### config.mk
export PLATFORM = sky130hd
export DESIGN_NAME = alarm_match_unit
export DESIGN_NICKNAME = d
export VERILOG_FILES = /design/src/rtl/alarm_match_pkg.sv /design/src/rtl/alarm_reg_bank.sv /design/src/rtl/alarm_compare.sv /design/src/rtl/alarm_flag_fsm.sv /design/src/rtl/alarm_match_unit.sv
export SDC_FILE = /design/constraint.sdc
export NUM_CORES = 1
export LEC_CHECK = 0
export BUFFER_PORTS_ARGS = -buffer_cell sky130_fd_sc_hd__buf_2
export CORE_MARGIN = 5
export CORE_UTILIZATION = 50
export CTS_BUF_LIST = sky130_fd_sc_hd__clkbuf_8
export CTS_CLUSTER_SIZE = 40
export DETAILED_ROUTE_END_ITERATION = 8
export GPL_ROUTABILITY_DRIVEN = 0
export HOLD_SLACK_MARGIN = 0.08
export PLACE_DENSITY = 0.73
export SYNTH_ARGS = -nofsm -noshare
export SYNTH_HDL_FRONTEND = slang
export SYNTH_SLANG_ARGS = --single-unit
### constraint.sdc
create_clock -name clk_i -period 4.42 [get_ports clk_i]
set_input_delay 0.442 -clock clk_i [delete_from_list [all_inputs] [get_ports clk_i]]
set_output_delay 0.442 -clock clk_i [all_outputs]
set_load 0.1 [all_outputs]
### src/rtl/alarm_match_pkg.sv
package alarm_match_pkg;
    localparam int NUM_FIELDS = 7;
    localparam int DATA_W     = 8;
    localparam int ADDR_W     = 3;
    localparam int WDAY_IDX   = 3;
    localparam int YEAR_IDX   = 6;
    localparam logic [ADDR_W-1:0] CTRL_ADDR = ADDR_W'(7);

    typedef logic [NUM_FIELDS-1:0][DATA_W-1:0] field_vec_t;

    typedef enum logic {
        FLAG_IDLE   = 1'b0,
        FLAG_RAISED = 1'b1
    } flag_state_e;

    // Bits of a stored alarm value that are kept and compared per field.
    function automatic logic [DATA_W-1:0] value_mask(input int idx);
        if (idx == WDAY_IDX)      return DATA_W'(8'h07);
        else if (idx == YEAR_IDX) return DATA_W'(8'hFF);
        else                      return DATA_W'(8'h7F);
    endfunction

    // Address whose bit 7 carries a field's enable.
    function automatic logic [ADDR_W-1:0] enable_addr(input int idx);
        if (idx == YEAR_IDX) return CTRL_ADDR;
        else                 return ADDR_W'(idx);
    endfunction
endpackage

### src/rtl/alarm_reg_bank.sv
module alarm_reg_bank
    import alarm_match_pkg::*;
(
    input  logic                  clk_i,
    input  logic                  rst_n_i,
    input  logic                  rst_full_i,
    input  logic [ADDR_W-1:0]     bus_addr_i,
    input  logic [DATA_W-1:0]     bus_wdata_i,
    input  logic                  bus_we_i,
    input  logic                  flag_i,
    output logic [DATA_W-1:0]     bus_rdata_o,
    output field_vec_t            val_o,
    output logic [NUM_FIELDS-1:0] en_o
);
    field_vec_t            val_q;
    logic [NUM_FIELDS-1:0] en_q;

    // Value bits: no reset of any kind.
    always_ff @(posedge clk_i) begin
        for (int k = 0; k < NUM_FIELDS; k++) begin
            if (bus_we_i && bus_addr_i == ADDR_W'(k))
                val_q[k] <= bus_wdata_i & value_mask(k);
        end
    end

    // Enable bits: cleared only by the full reset kind.
    always_ff @(posedge clk_i) begin
        for (int k = 0; k < NUM_FIELDS; k++) begin
            if (!rst_n_i) begin
                if (rst_full_i) en_q[k] <= 1'b0;
            end else if (bus_we_i && bus_addr_i == enable_addr(k)) begin
                en_q[k] <= bus_wdata_i[DATA_W-1];
            end
        end
    end

    always_comb begin
        bus_rdata_o = '0;
        if (bus_addr_i == CTRL_ADDR) begin
            bus_rdata_o = {en_q[YEAR_IDX], {(DATA_W-2){1'b0}}, flag_i};
        end else if (bus_addr_i == ADDR_W'(YEAR_IDX)) begin
            bus_rdata_o = val_q[YEAR_IDX];
        end else begin
            for (int k = 0; k < NUM_FIELDS; k++) begin
                if (k != YEAR_IDX && bus_addr_i == ADDR_W'(k))
                    bus_rdata_o = {en_q[k], val_q[k][DATA_W-2:0]};
            end
        end
    end

    assign val_o = val_q;
    assign en_o  = en_q;

    assert_full_reset_clears_R6: assert property (@(posedge clk_i)
        (!rst_n_i && rst_full_i) |=> (en_q == '0));

    assert_wday_reserved_zero_R5: assert property (@(posedge clk_i) disable iff (!rst_n_i)
        (bus_addr_i == ADDR_W'(WDAY_IDX)) |-> (bus_rdata_o[6:3] == 4'b0));
endmodule

### src/rtl/alarm_compare.sv
module alarm_compare
    import alarm_match_pkg::*;
(
    input  field_vec_t            val_i,
    input  logic [NUM_FIELDS-1:0] en_i,
    input  field_vec_t            cnt_i,
    output logic                  match_o
);
    logic [NUM_FIELDS-1:0] hit;

    for (genvar g = 0; g < NUM_FIELDS; g++) begin : g_field
        localparam logic [DATA_W-1:0] MASK = value_mask(g);
        assign hit[g] = !en_i[g] || ((val_i[g] & MASK) == (cnt_i[g] & MASK));
    end

    assign match_o = (|en_i) && (&hit);
endmodule

### src/rtl/alarm_flag_fsm.sv
module alarm_flag_fsm
    import alarm_match_pkg::*;
(
    input  logic clk_i,
    input  logic rst_n_i,
    input  logic tick_i,
    input  logic match_i,
    input  logic clr_req_i,
    output logic flag_o
);
    flag_state_e state_q, state_d;

    always_comb begin
        state_d = state_q;
        unique case (state_q)
            FLAG_IDLE:   if (tick_i && match_i) state_d = FLAG_RAISED;
            FLAG_RAISED: if (clr_req_i && !(tick_i && match_i)) state_d = FLAG_IDLE;
            default:     state_d = FLAG_IDLE;
        endcase
    end

    always_ff @(posedge clk_i) begin
        if (!rst_n_i) state_q <= FLAG_IDLE;
        else          state_q <= state_d;
    end

    always_comb begin
        unique case (state_q)
            FLAG_RAISED: flag_o = 1'b1;
            default:     flag_o = 1'b0;
        endcase
    end

    assert_rise_needs_match_R2: assert property (@(posedge clk_i) disable iff (!rst_n_i)
        $rose(flag_o) |-> $past(tick_i && match_i));

    assert_sticky_hold_R4: assert property (@(posedge clk_i) disable iff (!rst_n_i)
        (flag_o && !clr_req_i) |=> flag_o);

    assert_clear_works_R4: assert property (@(posedge clk_i) disable iff (!rst_n_i)
        (clr_req_i && !(tick_i && match_i)) |=> !flag_o);

    assert_no_tick_no_rise_R9: assert property (@(posedge clk_i) disable iff (!rst_n_i)
        (!flag_o && !tick_i) |=> !flag_o);
endmodule

### src/rtl/alarm_match_unit.sv
module alarm_match_unit
    import alarm_match_pkg::*;
(
    input  logic              clk_i,
    input  logic              rst_n_i,
    input  logic              rst_full_i,
    input  logic              sec_tick_i,
    input  logic [7:0]        cnt_sec_i,
    input  logic [7:0]        cnt_min_i,
    input  logic [7:0]        cnt_hour_i,
    input  logic [2:0]        cnt_wday_i,
    input  logic [7:0]        cnt_mday_i,
    input  logic [7:0]        cnt_mon_i,
    input  logic [7:0]        cnt_year_i,
    input  logic [ADDR_W-1:0] bus_addr_i,
    input  logic [DATA_W-1:0] bus_wdata_i,
    input  logic              bus_we_i,
    output logic [DATA_W-1:0] bus_rdata_o,
    output logic              alarm_irq_o
);
    field_vec_t            cnt_vec;
    field_vec_t            val_vec;
    logic [NUM_FIELDS-1:0] en_vec;
    logic                  match;
    logic                  flag;
    logic                  clr_req;

    assign cnt_vec[0]        = cnt_sec_i;
    assign cnt_vec[1]        = cnt_min_i;
    assign cnt_vec[2]        = cnt_hour_i;
    assign cnt_vec[WDAY_IDX] = {5'b0, cnt_wday_i};
    assign cnt_vec[4]        = cnt_mday_i;
    assign cnt_vec[5]        = cnt_mon_i;
    assign cnt_vec[YEAR_IDX] = cnt_year_i;

    assign clr_req = bus_we_i && (bus_addr_i == CTRL_ADDR) && !bus_wdata_i[0];

    alarm_reg_bank u_regs (
        .clk_i       (clk_i),
        .rst_n_i     (rst_n_i),
        .rst_full_i  (rst_full_i),
        .bus_addr_i  (bus_addr_i),
        .bus_wdata_i (bus_wdata_i),
        .bus_we_i    (bus_we_i),
        .flag_i      (flag),
        .bus_rdata_o (bus_rdata_o),
        .val_o       (val_vec),
        .en_o        (en_vec)
    );

    alarm_compare u_cmp (
        .val_i   (val_vec),
        .en_i    (en_vec),
        .cnt_i   (cnt_vec),
        .match_o (match)
    );

    alarm_flag_fsm u_fsm (
        .clk_i     (clk_i),
        .rst_n_i   (rst_n_i),
        .tick_i    (sec_tick_i),
        .match_i   (match),
        .clr_req_i (clr_req),
        .flag_o    (flag)
    );

    assign alarm_irq_o = flag;

    assert_none_enabled_R3: assert property (@(posedge clk_i) disable iff (!rst_n_i)
        ((en_vec == '0) && !flag) |=> !flag);

    assert_reset_drops_flag_R8: assert property (@(posedge clk_i)
        !rst_n_i |=> !alarm_irq_o);
endmodule

==> metrics.md <==
| Metric | Value |
|---|---|
| Run status | complete, no violations |
| Reg area | 0.00161 mm^2 |
| Critical Path AT | 2.17 ns |
| Via count | 1890 |
| Async set-reset flop share out of synthesis | 0% |
| Final cycle utilization of the critical path | 59.2% |
| Clock Skews | 0.00761 ns |
| Hold slack | 0.324 ns |
| Clk sinks | 54 |
| Max_slew headroom | 24.0% |
| Final WS setup | 1.81 ns |
| First-pass GRT wire length | 9980 um |
| Peak supply drop | 240 uV |
| Chip Width | 84.5 um |
| Num rows | 27 |
| CTS Hold Buffers Added | 0 |
| Ports | 76 |
| Initial antenna violation count | 0 |
| Number of CTS-inserted buffers | 5 |
| Worst setup EP type | output port |
| Vias in the first global route | 1950 |
| R2R Path Start | u_regs.val_o[35] |
| Distinct cell type count after synthesis | 31 |
| Post-synth EDFFs | 53 |
| DR iter-0 viols | 102 |
| Fin nets | 342 |
| Synth top area cells | edfxtp_1, xnor2_1, xor2_1 |
| Starting Density | 51.0% |
| FF-to-FF path depth | 5 |
| Root buf cell | clkbuf_8 |
| Via-per-instance ratio | 5.43 |
| Area growth, synth to finish | 17.5% |
| Die area | 0.00714 mm^2 |
| Worst endpoint required time | 3.98 ns |
| Largest net degree at the start of global routing | 35 |
| Setup crit start kind | input pin |
| Final WL | 6510 um |
| Total core area | 0.00544 mm^2 |
| H-Tree Level Count | 2 |
| Worst reg-to-reg setup slack | 2.88 ns |
| Leakage | 0.00118 uW |
| Worst slack, placed | 1.79 ns |
| FF-to-FF End | u_fsm.state_q |
| Most common cell after layout, fill and taps aside | buf_2 |
| Top cell type's share of synthesized area | 57.3% |
| Cells after synthesis | 204 |
| Clock Path Buffers | 2 |
| Crit path capture | bus_rdata_o[0] |
| Most frequent cells in the layout | buf_2, edfxtp_1, xnor2_1, xor2_1, o21ai_0 |
| Clk_lat worst skew | 0.30 ns |
| MaxCap Viol Count | 0 |
| Global Route Usage Sum | 18.6% |
| Grt ovf | 0 |
| Critical path class | input pin to output port |
| Post-synth top area cell | edfxtp_1 |
| Wire per inst | 18.7 um |
| Antenna-violating nets left | 0 |
| Pwr dens | 322 mW/mm^2 |
| #FFs+latches synth | 54 |
| Synthesized area per cell | 13.6 um^2 |
| Slew Viols, Final | 0 |
| Multi-input logic area | 0.00111 mm^2 |
| Worst Setup SP | bus_addr_i[0] |
| Layout cell share with drive strength beyond 1 | 30.4% |
| DPL Wire Length | 5090 um |
| Setup Buffers After CTS | 0 |
| DIE HEIGHT | 84.5 um |
| Clk slew on worst S/H paths | 0.09 ns |
| First-pass iteration count of the detailed router | 4 |
| Fmax | 382 MHz |
| Setup tns final | 0 ns |
| RSZ-0062 raised after global routing | false |
| Min Tclk post-route | 2.61 ns |
| Mapped Area | 0.00278 mm^2 |
| Resize count post-CTS | 0 |
| Crit-path max FO | 34 |
| Ant diodes | 0 |
| Final setup viols | 0 |
| Seq/Total Area, Yosys | 58.1% |
| YS warnings | 0 |
| Syn_nets | 271 |
| DRC | 0 |
| Worst Hold Class | input pin to flop |
| Final Hold Fails | 0 |
| Actual slew at the worst max-slew pin | 1.13 ns |
| Dominant synthesized flop cell | edfxtp_1 |
| CTS tree | done |
| Filler Cells Inserted | 457 |
| Port bufs | 70 |
[Yosys cell counts, types with 2 or more instances]
master / number
edfxtp_1: 53
xnor2_1: 31
xor2_1: 15
o21ai_0: 11
a21oi_1: 10
nand2b_1: 10
nor2_1: 9
nand4_1: 8
mux2i_1: 7
nand2_1: 7
o41ai_1: 5
o311ai_0: 4
clkbuf_1: 3
mux4_1: 3
mux4_2: 3
nand3_1: 3
o31ai_1: 3
buf_2: 2
buf_6: 2
mux2_2: 2
nor3_1: 2
nor3b_1: 2
[routing by layer]
metal	GRT usage, %	vias up	part of all wire [%]
li1	-	918	-
met1	24.5	910	41
met2	31.2	56	53
met3	4.12	6	5.2
met4	5.18	0	1.2
met5	0	-	0
[worst min-delay path by stage]
stage | from | end | slack, ns | cells past startpoint
floorplan | bus_wdata_i[0] | u_regs.val_o[0] | 0.54 | 0
CTS | bus_wdata_i[7] | u_regs.val_o[55] | 0.32 | 1
global placement | u_fsm.state_q | u_fsm.state_q | 0.52 | 2
finish | bus_wdata_i[7] | u_regs.val_o[55] | 0.32 | 1
detailed placement | u_fsm.state_q | u_fsm.state_q | 0.55 | 2
global route | bus_wdata_i[7] | u_regs.val_o[55] | 0.32 | 1
[flip-flops by register name, indices dropped and copies added, names as in the netlist]
register       count
u_regs.val_o      46
u_fsm.state_q      1
u_regs.en_o        7
[critical path: stages]
cell	delay [ns]
buf_2	0.50
mux4_1	0.65
mux2_2	0.28
buf_2	0.29
[through the flow]
stage	power [uW]	utilization (%)	area [um^2]	instances
final	1050	59.9	3260	348
after global routing	1090	59.9	3260	348
after CTS	1050	59.9	3260	348
after detailed placement	803	58.5	3180	340
after global placement	800	58.5	3180	340
after floorplan	737	-	2780	204
[report_power, final]
part | switching, uW | internal (uW)
registers | 13.7 | 583
clock network | 150 | 107
logic | 126 | 68.0
[layout make-up]
| cell class | count | area share (%) |
|---|---|---|
| flip-flops and latches | 54 | 49.4 |
| multi-input cells | 142 | 34.1 |
| repair buffers | 72 | 11.2 |
| clock buffers | 5 | 2.11 |
| clock inverters | 3 | 0.384 |
| well taps | 72 | 2.76 |
[kinds of logic after synthesis]
kind of cell | count (synthesis) | share of synthesized area (%)
and+or+nand+nor | 46 | 8.88
muxes | 15 | 8.61
AOI/OAI and AO/OA | 35 | 8.07
DFF | 54 | 58.1
xor gates and xnor gates | 46 | 14.5
buffers and inverters | 8 | 1.85
Power figures use the tool's default switching activity.
